<file path="config.mk">
export PLATFORM = sky130hd
export DESIGN_NAME = membus_arbiter
export DESIGN_NICKNAME = d
export VERILOG_FILES = /design/src/rtl/membus_arb_pkg.sv /design/src/rtl/membus_arb_stall.sv /design/src/rtl/membus_arb_timeout.sv /design/src/rtl/membus_arb_owner.sv /design/src/rtl/membus_arbiter.sv
export SDC_FILE = /design/constraint.sdc
export NUM_CORES = 1
export LEC_CHECK = 0
export BUFFER_PORTS_ARGS = -buffer_cell sky130_fd_sc_hd__buf_2
export CORE_UTILIZATION = 36
export DETAILED_ROUTE_END_ITERATION = 10
export SETUP_SLACK_MARGIN = 0.2
export SYNTH_ARGS = -nofsm -noshare
export SYNTH_HDL_FRONTEND = slang
export SYNTH_SLANG_ARGS = --single-unit
</file>
<file path="constraint.sdc">
create_clock -name clk -period 2.8 [get_ports clk]
set_input_delay 0.14 -clock clk [delete_from_list [all_inputs] [get_ports clk]]
set_output_delay 0.14 -clock clk [all_outputs]
set_load 0.02 [all_outputs]
</file>
<file path="src/rtl/membus_arb_pkg.sv">
// Shared types for the two-port memory bus arbiter.
// Assumes: used only by the membus_arbiter hierarchy.
package membus_arb_pkg;

    // Current bus owner
    typedef enum logic [1:0] {
        OWN_NONE = 2'd0,
        OWN_CORE = 2'd1,
        OWN_DMA  = 2'd2
    } owner_e;

    // Kind of nonvolatile-memory stall burst
    typedef enum logic [1:0] {
        SK_BYTE     = 2'd0,
        SK_WORD     = 2'd1,
        SK_BLKWORD  = 2'd2,
        SK_BLKERASE = 2'd3
    } stall_kind_e;

endpackage

</file>
<file path="src/rtl/membus_arb_stall.sv">
// Stall burst sequencer: loads a length chosen by the stall kind and
// counts it down only in cycles where the core owns the bus.
// Assumes: go is honoured only while the core owns the bus and no
// burst is running; a paused burst resumes where it stopped.
module membus_arb_stall
    import membus_arb_pkg::*;
#(
    parameter int LEN_BYTE     = 11,
    parameter int LEN_WORD     = 8,
    parameter int LEN_BLKWORD  = 3,
    parameter int LEN_BLKERASE = 127
) (
    input  logic       clk,
    input  logic       rst_n,
    input  logic       core_owned,
    input  logic       go,
    input  logic [1:0] kind,
    output logic       active,
    output logic       starting
);
    localparam int MAX_AB  = (LEN_BYTE > LEN_WORD) ? LEN_BYTE : LEN_WORD;
    localparam int MAX_CD  = (LEN_BLKWORD > LEN_BLKERASE) ? LEN_BLKWORD : LEN_BLKERASE;
    localparam int MAX_LEN = (MAX_AB > MAX_CD) ? MAX_AB : MAX_CD;
    localparam int CNT_W   = $clog2(MAX_LEN + 1);

    logic [CNT_W-1:0] cnt_q;
    logic [CNT_W-1:0] len_sel;

    // Pick the burst length for the requested kind
    always_comb begin
        unique case (stall_kind_e'(kind))
            SK_BYTE:     len_sel = CNT_W'(LEN_BYTE);
            SK_WORD:     len_sel = CNT_W'(LEN_WORD);
            SK_BLKWORD:  len_sel = CNT_W'(LEN_BLKWORD);
            default:     len_sel = CNT_W'(LEN_BLKERASE);
        endcase
    end

    assign active   = (cnt_q != '0);
    assign starting = core_owned && go && !active;

    // Load on a start, count down only while the core holds the bus
    always_ff @(posedge clk) begin
        if (!rst_n) begin
            cnt_q <= '0;
        end else if (starting) begin
            cnt_q <= len_sel;
        end else if (core_owned && active) begin
            cnt_q <= cnt_q - 1'b1;
        end
    end

    // A burst in progress does not move while the DMA holds the bus
    p_stall_frozen_r10: assert property (@(posedge clk) disable iff (!rst_n)
        (active && !core_owned) |=> $stable(cnt_q));

    // A running burst shortens by exactly one per core-owned cycle
    p_stall_counts_r9: assert property (@(posedge clk) disable iff (!rst_n)
        (active && core_owned) |=> (cnt_q == $past(cnt_q) - 1'b1));

endmodule

</file>
<file path="src/rtl/membus_arb_timeout.sv">
// Wait timer: counts consecutive cycles in which the DMA requests but
// does not own the bus, and raises an escalation flag at the limit.
// Assumes: limit 0 disables escalation; the flag lasts until the DMA
// drops its request.
module membus_arb_timeout #(
    parameter int TMO_W = 8
) (
    input  logic             clk,
    input  logic             rst_n,
    input  logic             dma_req,
    input  logic             dma_owned,
    input  logic [TMO_W-1:0] limit,
    output logic             escalated
);
    localparam logic [TMO_W-1:0] CNT_MAX = {TMO_W{1'b1}};

    logic [TMO_W-1:0] wait_q;
    logic             esc_q;
    logic             waiting;
    logic             esc_d;
    logic             reached;

    assign waiting   = dma_req && !dma_owned;
    assign reached   = ({1'b0, wait_q} + 1'b1) >= {1'b0, limit};
    assign esc_d     = dma_req && (esc_q || (waiting && (limit != '0) && reached));
    assign escalated = esc_q;

    // Track the escalation flag for the current request
    always_ff @(posedge clk) begin
        if (!rst_n) esc_q <= 1'b0;
        else        esc_q <= esc_d;
    end

    // Count the current uninterrupted wait, saturating at the top
    always_ff @(posedge clk) begin
        if (!rst_n) begin
            wait_q <= '0;
        end else if (!waiting || esc_d) begin
            wait_q <= '0;
        end else if (wait_q != CNT_MAX) begin
            wait_q <= wait_q + 1'b1;
        end
    end

    // With the limit at zero the flag cannot rise
    p_zero_limit_r6: assert property (@(posedge clk) disable iff (!rst_n)
        (!esc_q && limit == '0) |=> !esc_q);

    // Dropping the request ends escalation on the next edge
    p_esc_clears_r8: assert property (@(posedge clk) disable iff (!rst_n)
        !dma_req |=> !esc_q);

    // A granted or absent request restarts the wait from zero
    p_wait_reload_r7: assert property (@(posedge clk) disable iff (!rst_n)
        !waiting |=> (wait_q == '0));

endmodule

</file>
<file path="src/rtl/membus_arb_owner.sv">
// Ownership state machine: chooses the bus owner for the next cycle
// from requests, priorities, the core boundary, stall status and the
// escalation flag, and drives the two registered grants.
// Assumes: an escalated DMA preempts unconditionally; otherwise the
// owner changes only at a core boundary or when a port stops requesting.
module membus_arb_owner
    import membus_arb_pkg::*;
#(
    parameter int PRIO_W = 3
) (
    input  logic              clk,
    input  logic              rst_n,
    input  logic              core_req,
    input  logic              core_idle,
    input  logic [PRIO_W-1:0] core_prio,
    input  logic              dma_req,
    input  logic [PRIO_W-1:0] dma_prio,
    input  logic              escalated,
    input  logic              stall_running,
    input  logic              stall_starting,
    output logic              core_gnt,
    output logic              dma_gnt
);
    owner_e own_q, own_d;
    logic   dma_higher;
    logic   stall_busy;

    assign dma_higher = dma_prio > core_prio;
    assign stall_busy = stall_running || stall_starting;

    // Decide the next owner
    always_comb begin
        own_d = own_q;
        unique case (own_q)
            OWN_NONE: begin
                if (dma_req && (!core_req || escalated || dma_higher)) own_d = OWN_DMA;
                else if (core_req)                                     own_d = OWN_CORE;
                else                                                   own_d = OWN_NONE;
            end
            OWN_CORE: begin
                if (dma_req && escalated)
                    own_d = OWN_DMA;
                else if (!core_req && !stall_busy)
                    own_d = dma_req ? OWN_DMA : OWN_NONE;
                else if (dma_req && dma_higher && core_idle && !stall_busy)
                    own_d = OWN_DMA;
                else
                    own_d = OWN_CORE;
            end
            OWN_DMA: begin
                if (!dma_req) own_d = (core_req || stall_running) ? OWN_CORE : OWN_NONE;
                else          own_d = OWN_DMA;
            end
            default: own_d = OWN_NONE;
        endcase
    end

    // Register the owner
    always_ff @(posedge clk) begin
        if (!rst_n) own_q <= OWN_NONE;
        else        own_q <= own_d;
    end

    assign core_gnt = (own_q == OWN_CORE);
    assign dma_gnt  = (own_q == OWN_DMA);

    // Never two owners
    p_single_grant_r2: assert property (@(posedge clk) disable iff (!rst_n)
        $onehot0({core_gnt, dma_gnt}));

    // An escalated waiting DMA takes the bus from the core next cycle
    p_esc_preempt_r5: assert property (@(posedge clk) disable iff (!rst_n)
        (core_gnt && dma_req && escalated) |=> dma_gnt);

    // A non-escalated DMA at or below core priority never cuts in
    p_low_waits_r4: assert property (@(posedge clk) disable iff (!rst_n)
        (core_gnt && core_req && !escalated && !dma_higher) |=> !dma_gnt);

    // A requesting DMA keeps the bus
    p_dma_holds_r12: assert property (@(posedge clk) disable iff (!rst_n)
        (dma_gnt && dma_req) |=> dma_gnt);

    // A pending stall gets the bus back when the DMA lets go
    p_stall_returns_r10: assert property (@(posedge clk) disable iff (!rst_n)
        (dma_gnt && !dma_req && stall_running) |=> core_gnt);

    // The core is not removed mid-stall except by escalation
    p_stall_holds_r11: assert property (@(posedge clk) disable iff (!rst_n)
        (core_gnt && stall_running && !escalated) |=> core_gnt);

endmodule

</file>
<file path="src/rtl/membus_arbiter.sv">
// Top of the two-port memory bus arbiter: core port versus DMA port,
// with a DMA wait timer that escalates and a pausable core stall burst.
// Assumes: all inputs synchronous to clk; stall_go comes with core_req.
module membus_arbiter #(
    parameter int PRIO_W       = 3,
    parameter int TMO_W        = 8,
    parameter int LEN_BYTE     = 11,
    parameter int LEN_WORD     = 8,
    parameter int LEN_BLKWORD  = 3,
    parameter int LEN_BLKERASE = 127
) (
    input  logic              clk,
    input  logic              rst_n,
    input  logic              core_req,
    input  logic              core_idle,
    input  logic [PRIO_W-1:0] core_prio,
    input  logic              stall_go,
    input  logic [1:0]        stall_kind,
    input  logic              dma_req,
    input  logic [PRIO_W-1:0] dma_prio,
    input  logic [TMO_W-1:0]  tmo_limit,
    output logic              core_gnt,
    output logic              dma_gnt,
    output logic              dma_escalated,
    output logic              stall_active
);
    logic esc;
    logic st_run;
    logic st_start;

    membus_arb_timeout #(.TMO_W(TMO_W)) u_tmo (
        .clk       (clk),
        .rst_n     (rst_n),
        .dma_req   (dma_req),
        .dma_owned (dma_gnt),
        .limit     (tmo_limit),
        .escalated (esc)
    );

    membus_arb_stall #(
        .LEN_BYTE     (LEN_BYTE),
        .LEN_WORD     (LEN_WORD),
        .LEN_BLKWORD  (LEN_BLKWORD),
        .LEN_BLKERASE (LEN_BLKERASE)
    ) u_stall (
        .clk        (clk),
        .rst_n      (rst_n),
        .core_owned (core_gnt),
        .go         (stall_go),
        .kind       (stall_kind),
        .active     (st_run),
        .starting   (st_start)
    );

    membus_arb_owner #(.PRIO_W(PRIO_W)) u_own (
        .clk            (clk),
        .rst_n          (rst_n),
        .core_req       (core_req),
        .core_idle      (core_idle),
        .core_prio      (core_prio),
        .dma_req        (dma_req),
        .dma_prio       (dma_prio),
        .escalated      (esc),
        .stall_running  (st_run),
        .stall_starting (st_start),
        .core_gnt       (core_gnt),
        .dma_gnt        (dma_gnt)
    );

    assign dma_escalated = esc;
    assign stall_active  = st_run;

    // Reset leaves every output low on the first cycle afterwards
    p_reset_quiet_r1: assert property (@(posedge clk)
        !rst_n |=> (!core_gnt && !dma_gnt && !dma_escalated && !stall_active));

endmodule

</file>
# ---- Word level (Yosys, flattened, before mapping)
# Cells that the tools add are included.
dict set report totals {
  output_inout_bits 4
  reg_bits 18
  wordCells 57
  in_bits 22
}
dict set report classes {
  addsub 3
  bitwise_logic 1
  n_reduce_logical 30
  n_eq_ne 5
  n_lt_le_gt_ge 2
  mux 12
}
# operator n
set ops {}
lappend ops {{$pmux W7 S3} 1}
lappend ops {{$mux W7} 2}
lappend ops {{$logic_and A1 B1 Y1} 13}
lappend ops {{$mux W2} 6}
lappend ops {{$add A8 B1 Y9 const B} 1}
lappend ops {{$ge A9 B8 Y1} 1}
lappend ops {{$add A8 B1 Y8 const B} 1}
lappend ops {{$ne A8 B8 Y1 const B} 1}
lappend ops {{$reduce_bool A8 Y1} 1}
lappend ops {{$reduce_bool A7 Y1} 1}
lappend ops {{$sub A7 B1 Y7 const B} 1}
lappend ops {{$logic_or A1 B1 Y1} 6}
lappend ops {{$pmux W2 S3} 1}
lappend ops {{$logic_not A1 Y1} 5}
lappend ops {{$eq A2 B1 Y1 const B} 2}
lappend ops {{$eq A2 B2 Y1 const B} 2}
lappend ops {{$logic_not A2 Y1} 2}
lappend ops {{$gt A3 B3 Y1} 1}
lappend ops {{$mux W1} 2}
lappend ops {{$reduce_bool A2 Y1} 1}
lappend ops {{$reduce_or A2 Y1} 1}
lappend ops {{$not A1 Y1} 1}

# ---- Logic depth before layout (Yosys ltp)
dict set report logic_depth {
  word_depth 10
  ltp_mapped 10
  ltp_nobuf 10
}

# ---- Modules after synthesis
# Synthesis repeated with hierarchy kept, for this count alone.
dict set report unflattened {
  hier_cells 176
  hier_area_um2 1461.4
}
# module cells_per_inst n_inst seq_area_each_um2 area_per_inst_um2
set by_module_without_submodules {}
lappend by_module_without_submodules {membus_arb_timeout 89 1 180.2 747.0}
lappend by_module_without_submodules {membus_arb_stall 55 1 140.1 460.4}
lappend by_module_without_submodules {membus_arb_owner 32 1 40.0 254.0}

# ---- Least setup slack after synthesis
# Ideal clock, no wire load.
dict set report synth_path {
  kind {register -> register}
  startpoint {reg u_tmo.wait_q[0]}
  endpoint {reg u_tmo.wait_q[7]}
  synth_period_minus_slack_ns 2.162
  n_path_buf 0
  setup_slack_ns 0.638
  required_ns 2.722
  setup_ns 0.078
  stages_incl_launch_ff 11
  t_arrival_ns 2.084
  cell_sequence {dfxtp_1 > ha_1 > nand4_1 > nor2_1 > xor2_1 > ha_1 > nand4_1 > nor2_1 > a211oi_1 > a21oi_1 > nor3_1}
}
dict set report synth_between {
  elab_chain_len 7
  word_cells_on_any_way 9
  cone_classes {add/sub: 2; order compare: 1; eq/ne: 1; reduce/logical: 5}
}
# element line
set synth_rtl {}
lappend synth_rtl {{start, declared} membus_arb_timeout.sv:17} ;# logic [TMO_W-1:0] wait_q;
lappend synth_rtl {{start signal, assigned} membus_arb_timeout.sv:41} ;# wait_q <= wait_q + 1'b1;
lappend synth_rtl {{$add A8 B1 Y9} membus_arb_timeout.sv:24} ;# assign reached = ({1'b0, wait_q} + 1'b1) >= {1'b0, limit};
lappend synth_rtl {{$ge A9 B8 Y1} membus_arb_timeout.sv:24}
lappend synth_rtl {{$logic_and A1 B1 Y1} membus_arb_timeout.sv:25} ;# assign esc_d = dma_req && (esc_q || (waiting && (limit != '0) && reached));
lappend synth_rtl {{$logic_or A1 B1 Y1} membus_arb_timeout.sv:25}
lappend synth_rtl {{$logic_and A1 B1 Y1} membus_arb_timeout.sv:25}
lappend synth_rtl {{$logic_or A1 B1 Y1} membus_arb_timeout.sv:38} ;# end else if (!waiting || esc_d) begin
lappend synth_rtl {{$reduce_or A2 Y1 (no source line)} n/a}
# Parallel ways exist; a longest one is shown, timed or not.
# A chain may end at the register's enable or synchronous reset.

# ---- Worst setup path after layout
dict set report layout_path {
  startpoint {reg u_tmo.wait_q[1]}
  endpoint {reg u_tmo.esc_q, in the netlist u_tmo.escalated}
}
dict set report layout_between {
  elab_chain_len 5
}
# element line
set layout_rtl {}
lappend layout_rtl {{$add A8 B1 Y9} membus_arb_timeout.sv:24}
lappend layout_rtl {{$ge A9 B8 Y1} membus_arb_timeout.sv:24}
lappend layout_rtl {{$logic_and A1 B1 Y1} membus_arb_timeout.sv:25}
lappend layout_rtl {{$logic_or A1 B1 Y1} membus_arb_timeout.sv:25}
lappend layout_rtl {{$logic_and A1 B1 Y1} membus_arb_timeout.sv:25}
lappend layout_rtl {{end signal, assigned} membus_arb_timeout.sv:31} ;# else esc_q <= esc_d;
lappend layout_rtl {{end, declared} membus_arb_timeout.sv:18} ;# logic esc_q;
# Every way passes these cells.

==> results.md <==
- Worst r2r dst: u_tmo.escalated$_SDFF_PN0_
- Max-slew headroom: between 50% and 60%
- Layout cells sized above 1: just over 20%
- Setup crit end kind: flip-flop
- Post-synth EDFFs: 0
- TritonCTS clock tree: done
- Layout Skew: 0.00802 ns
- Num CTS Buffers: 3
- Worst hold path class: input port to flip-flop
- Final GP Congestion: a little under 0.9
- Final std cells w/o fill: 253
- Clock Pin Slew Worst Setup and Hold Paths: 0.07 ns
- CTS Hold Bufs: 0
- Layout area overhead: 20.2%
- Ys Warns: 0
- DIE HEIGHT: 62.7 um
- DR pass1 iterations: 4
- Vias in the first global route: 1170
- Routed length on met3: around 140 um
- Cell Pwr Density: 484 mW/mm^2
- Antenna Nets Post-Route: 0
- Met2 wire len: 1.28 mm
- Port bufs: 25
- Min Tclk post-route: 2.44 ns
- #FFs+latches synth: 18
- Mean area per synthesized cell: 7.54 um^2
- Most instantiated library cell after synthesis: nor2_1
- Htree depth: 1
- Worst Reg-to-Reg Cells: 11
- Nets: around 240
- I/O pin total: 26
- Remaining DRCs: 0
- Hold path startpoint: rst_n
- Initial antenna violation count: 0
- Post-synth top area share: 27.2%
- Final worst-path setup slack: 0.363 ns
- Kind of critical path: flip-flop to flip-flop
- Worst hold stages: 2
- Asr flop ratio synth: 0%
- All-Layer GR Usage: 16.3%
- Highest routed layer: met4
- RSZ-0062 raised after global routing: yes
- Routed via count: 1323
- Prevailing post-synth register cell: dfxtp_1
- Endpoints failing hold: 0
- DP Cell Count: 247
- Post-placement worst setup slack: 0.208 ns
- Synth Net Count: 211
- Hold Path End: u_stall.cnt_q[0]$_SDFFE_PN0P_
- Die ar.: 0.00393 mm^2
- Core area: between 0.003 and 0.004 mm^2
- Wire per inst: 11.9 um
- Starting DRT DRC Count: between 50 and 60
- Grt total ovfl: 0
- Vias per std cell: 5.23
- Final WL: 3.02 mm
- Reg2reg start: u_tmo.wait_q[1]$_SDFFE_PP0N_
- Least-Margin Pin Slew: 0.606 ns
- Sequential share of the synthesized area: 27.2%
- Final setup vio count: 0
- Synth cell types: 33
- Reg-to-reg slack, setup: around 0.36 ns
- Tcrit/Tclk final: 87.0%
- Dominant cell type by area after synthesis: dfxtp_1
- DIE WIDTH: roughly 63 um
- Sink Count: 18
- First-pass GRT wire length: 5.20 mm
- Leakage: 0.739 nW
- Diodes inserted: 0
- CTS root buf: clkbuf_8
- Final Util: about 46%
- Fin Hold WS: 0.177 ns
- CTS max path bufs: 2
- Max Slew Vio Count: 0
- Crit path DAT: 2.57 ns
- Starting Density: approximately two fifths
- Max VDD drop: 0.000188 V
- Clock Latency Late Sink: 0.25 ns
- Top post-synthesis cells by area: dfxtp_1 27%, ha_1 12%, nor2_1 7.4%
- Crit-path max FO: 4
- Max frequency: around 400 MHz
- Routed met1 length: 1.56 mm
- Mapped Area: 0.00133 mm^2
- Max cap viols: 0
- Total negative slack: 0 ns
- Largest net degree at the start of global routing: 11
- CP Data Required Time: 2.94 ns
- Critical path startpoint category: flip-flop
- Status: complete, no violations
- Hpwl dp: around 2.4 mm
- Synth top cells by count: 26 x nor2_1, 24 x inv_1, 18 x dfxtp_1
- Syn Inst Count: 176
- Number of core rows: 21
worst max-delay path, stage by stage (launching register included):
cell      delay (ns)
dfxtp_1         0.39
ha_2            0.23
nand4_1         0.20
nor2_2          0.21
xor2_1          0.16
ha_1            0.25
nand4_1         0.10
nor2_1          0.06
a211oi_2        0.37
buf_4           0.18
o211a_1         0.13
nor3_1          0.05
metal layers:
metal / up-vias / GRT usage [%]
met5: - / 0
met4: 0 / 3.49
met3: 2 / 2.92
met2: 34 / 24.7
met1: 596 / 23.8
li1: 691 / -
metrics by stage:
stage               instance area, um^2  total power [mW]
floorplan                          1330             0.493
global placement                   1510             0.562
detailed placement                 1510             0.562
CTS                                1570             0.775
global route                       1590             0.829
finish                             1590             0.771
cell usage in the layout (no fill, tap or decap), drive strengths merged, types with 2 or more instances in the layout:
cell and n:
buf 27, xnor2 4, a211oi 4, o211ai 3, nor4 3, nand4 2
nor2 26, nor3 9, nand3 10, nand2 6, nand2b 4, o21ai 10
o211a 2, and3 3, a21oi 15, clkbuf 4, inv 25, mux2i 2
ha 13, dfxtp 18, xor2 2, o31ai 3
repair_timing:
item	in CTS	in global routing
setup endpoints to repair	1	8
gates resized for setup	1	4
pin swaps	0	3
setup buffers	0	2
gates cloned	0	0
sequential cells by signal, summed over array words and instances, names as in the netlist:
signal	cells
u_tmo.wait_q	8
u_stall.cnt_q	7
u_own.own_q	2
u_tmo.escalated	1
final cells by class:
class,instances,area (um^2)
clock buffers,4,55.1
fillers,383,1850
inverters,25,96.3
multi-input cells,133,883
flip-flops and latches,18,362
well taps,46,57.6
repair buffers,27,140
worst max-delay path by stage:
stage | endpoint | slack, ns | startpoint
3_3_place_gp | u_tmo.wait_q[7]$_SDFFE_PP0N_ | 0.31 | u_tmo.wait_q[0]$_SDFFE_PP0N_
5_1_grt | u_tmo.wait_q[0]$_SDFFE_PP0N_ | 0.15 | u_tmo.wait_q[1]$_SDFFE_PP0N_
4_1_cts | u_tmo.wait_q[7]$_SDFFE_PP0N_ | 0.34 | u_tmo.wait_q[0]$_SDFFE_PP0N_
3_5_place_dp | u_tmo.wait_q[7]$_SDFFE_PP0N_ | 0.21 | u_tmo.wait_q[0]$_SDFFE_PP0N_
6_report | u_tmo.escalated$_SDFF_PN0_ | 0.36 | u_tmo.wait_q[1]$_SDFFE_PP0N_
2_1_floorplan | u_tmo.wait_q[7]$_SDFFE_PP0N_ | 0.64 | u_tmo.wait_q[0]$_SDFFE_PP0N_
report_power, final:
part / switching, mW / internal [mW] / leakage (nW)
clock: 0.0871 / 0.125 / 0.0288
combinational: 0.152 / 0.113 / 0.563
sequential: 0.0205 / 0.274 / 0.146
logic make-up after synthesis:
logic type / share of synthesized area (%)
AND/OR/NAND/NOR: 25.8
AO/OA/AOI/OAI: 20.9
buffers and inverters: 7.26
flip-flops: 27.2
adder cells (fa/ha/maj): 12.3
XOR/XNOR: 3.96
multiplexers: 2.64
(Power assumes the default switching activity.)
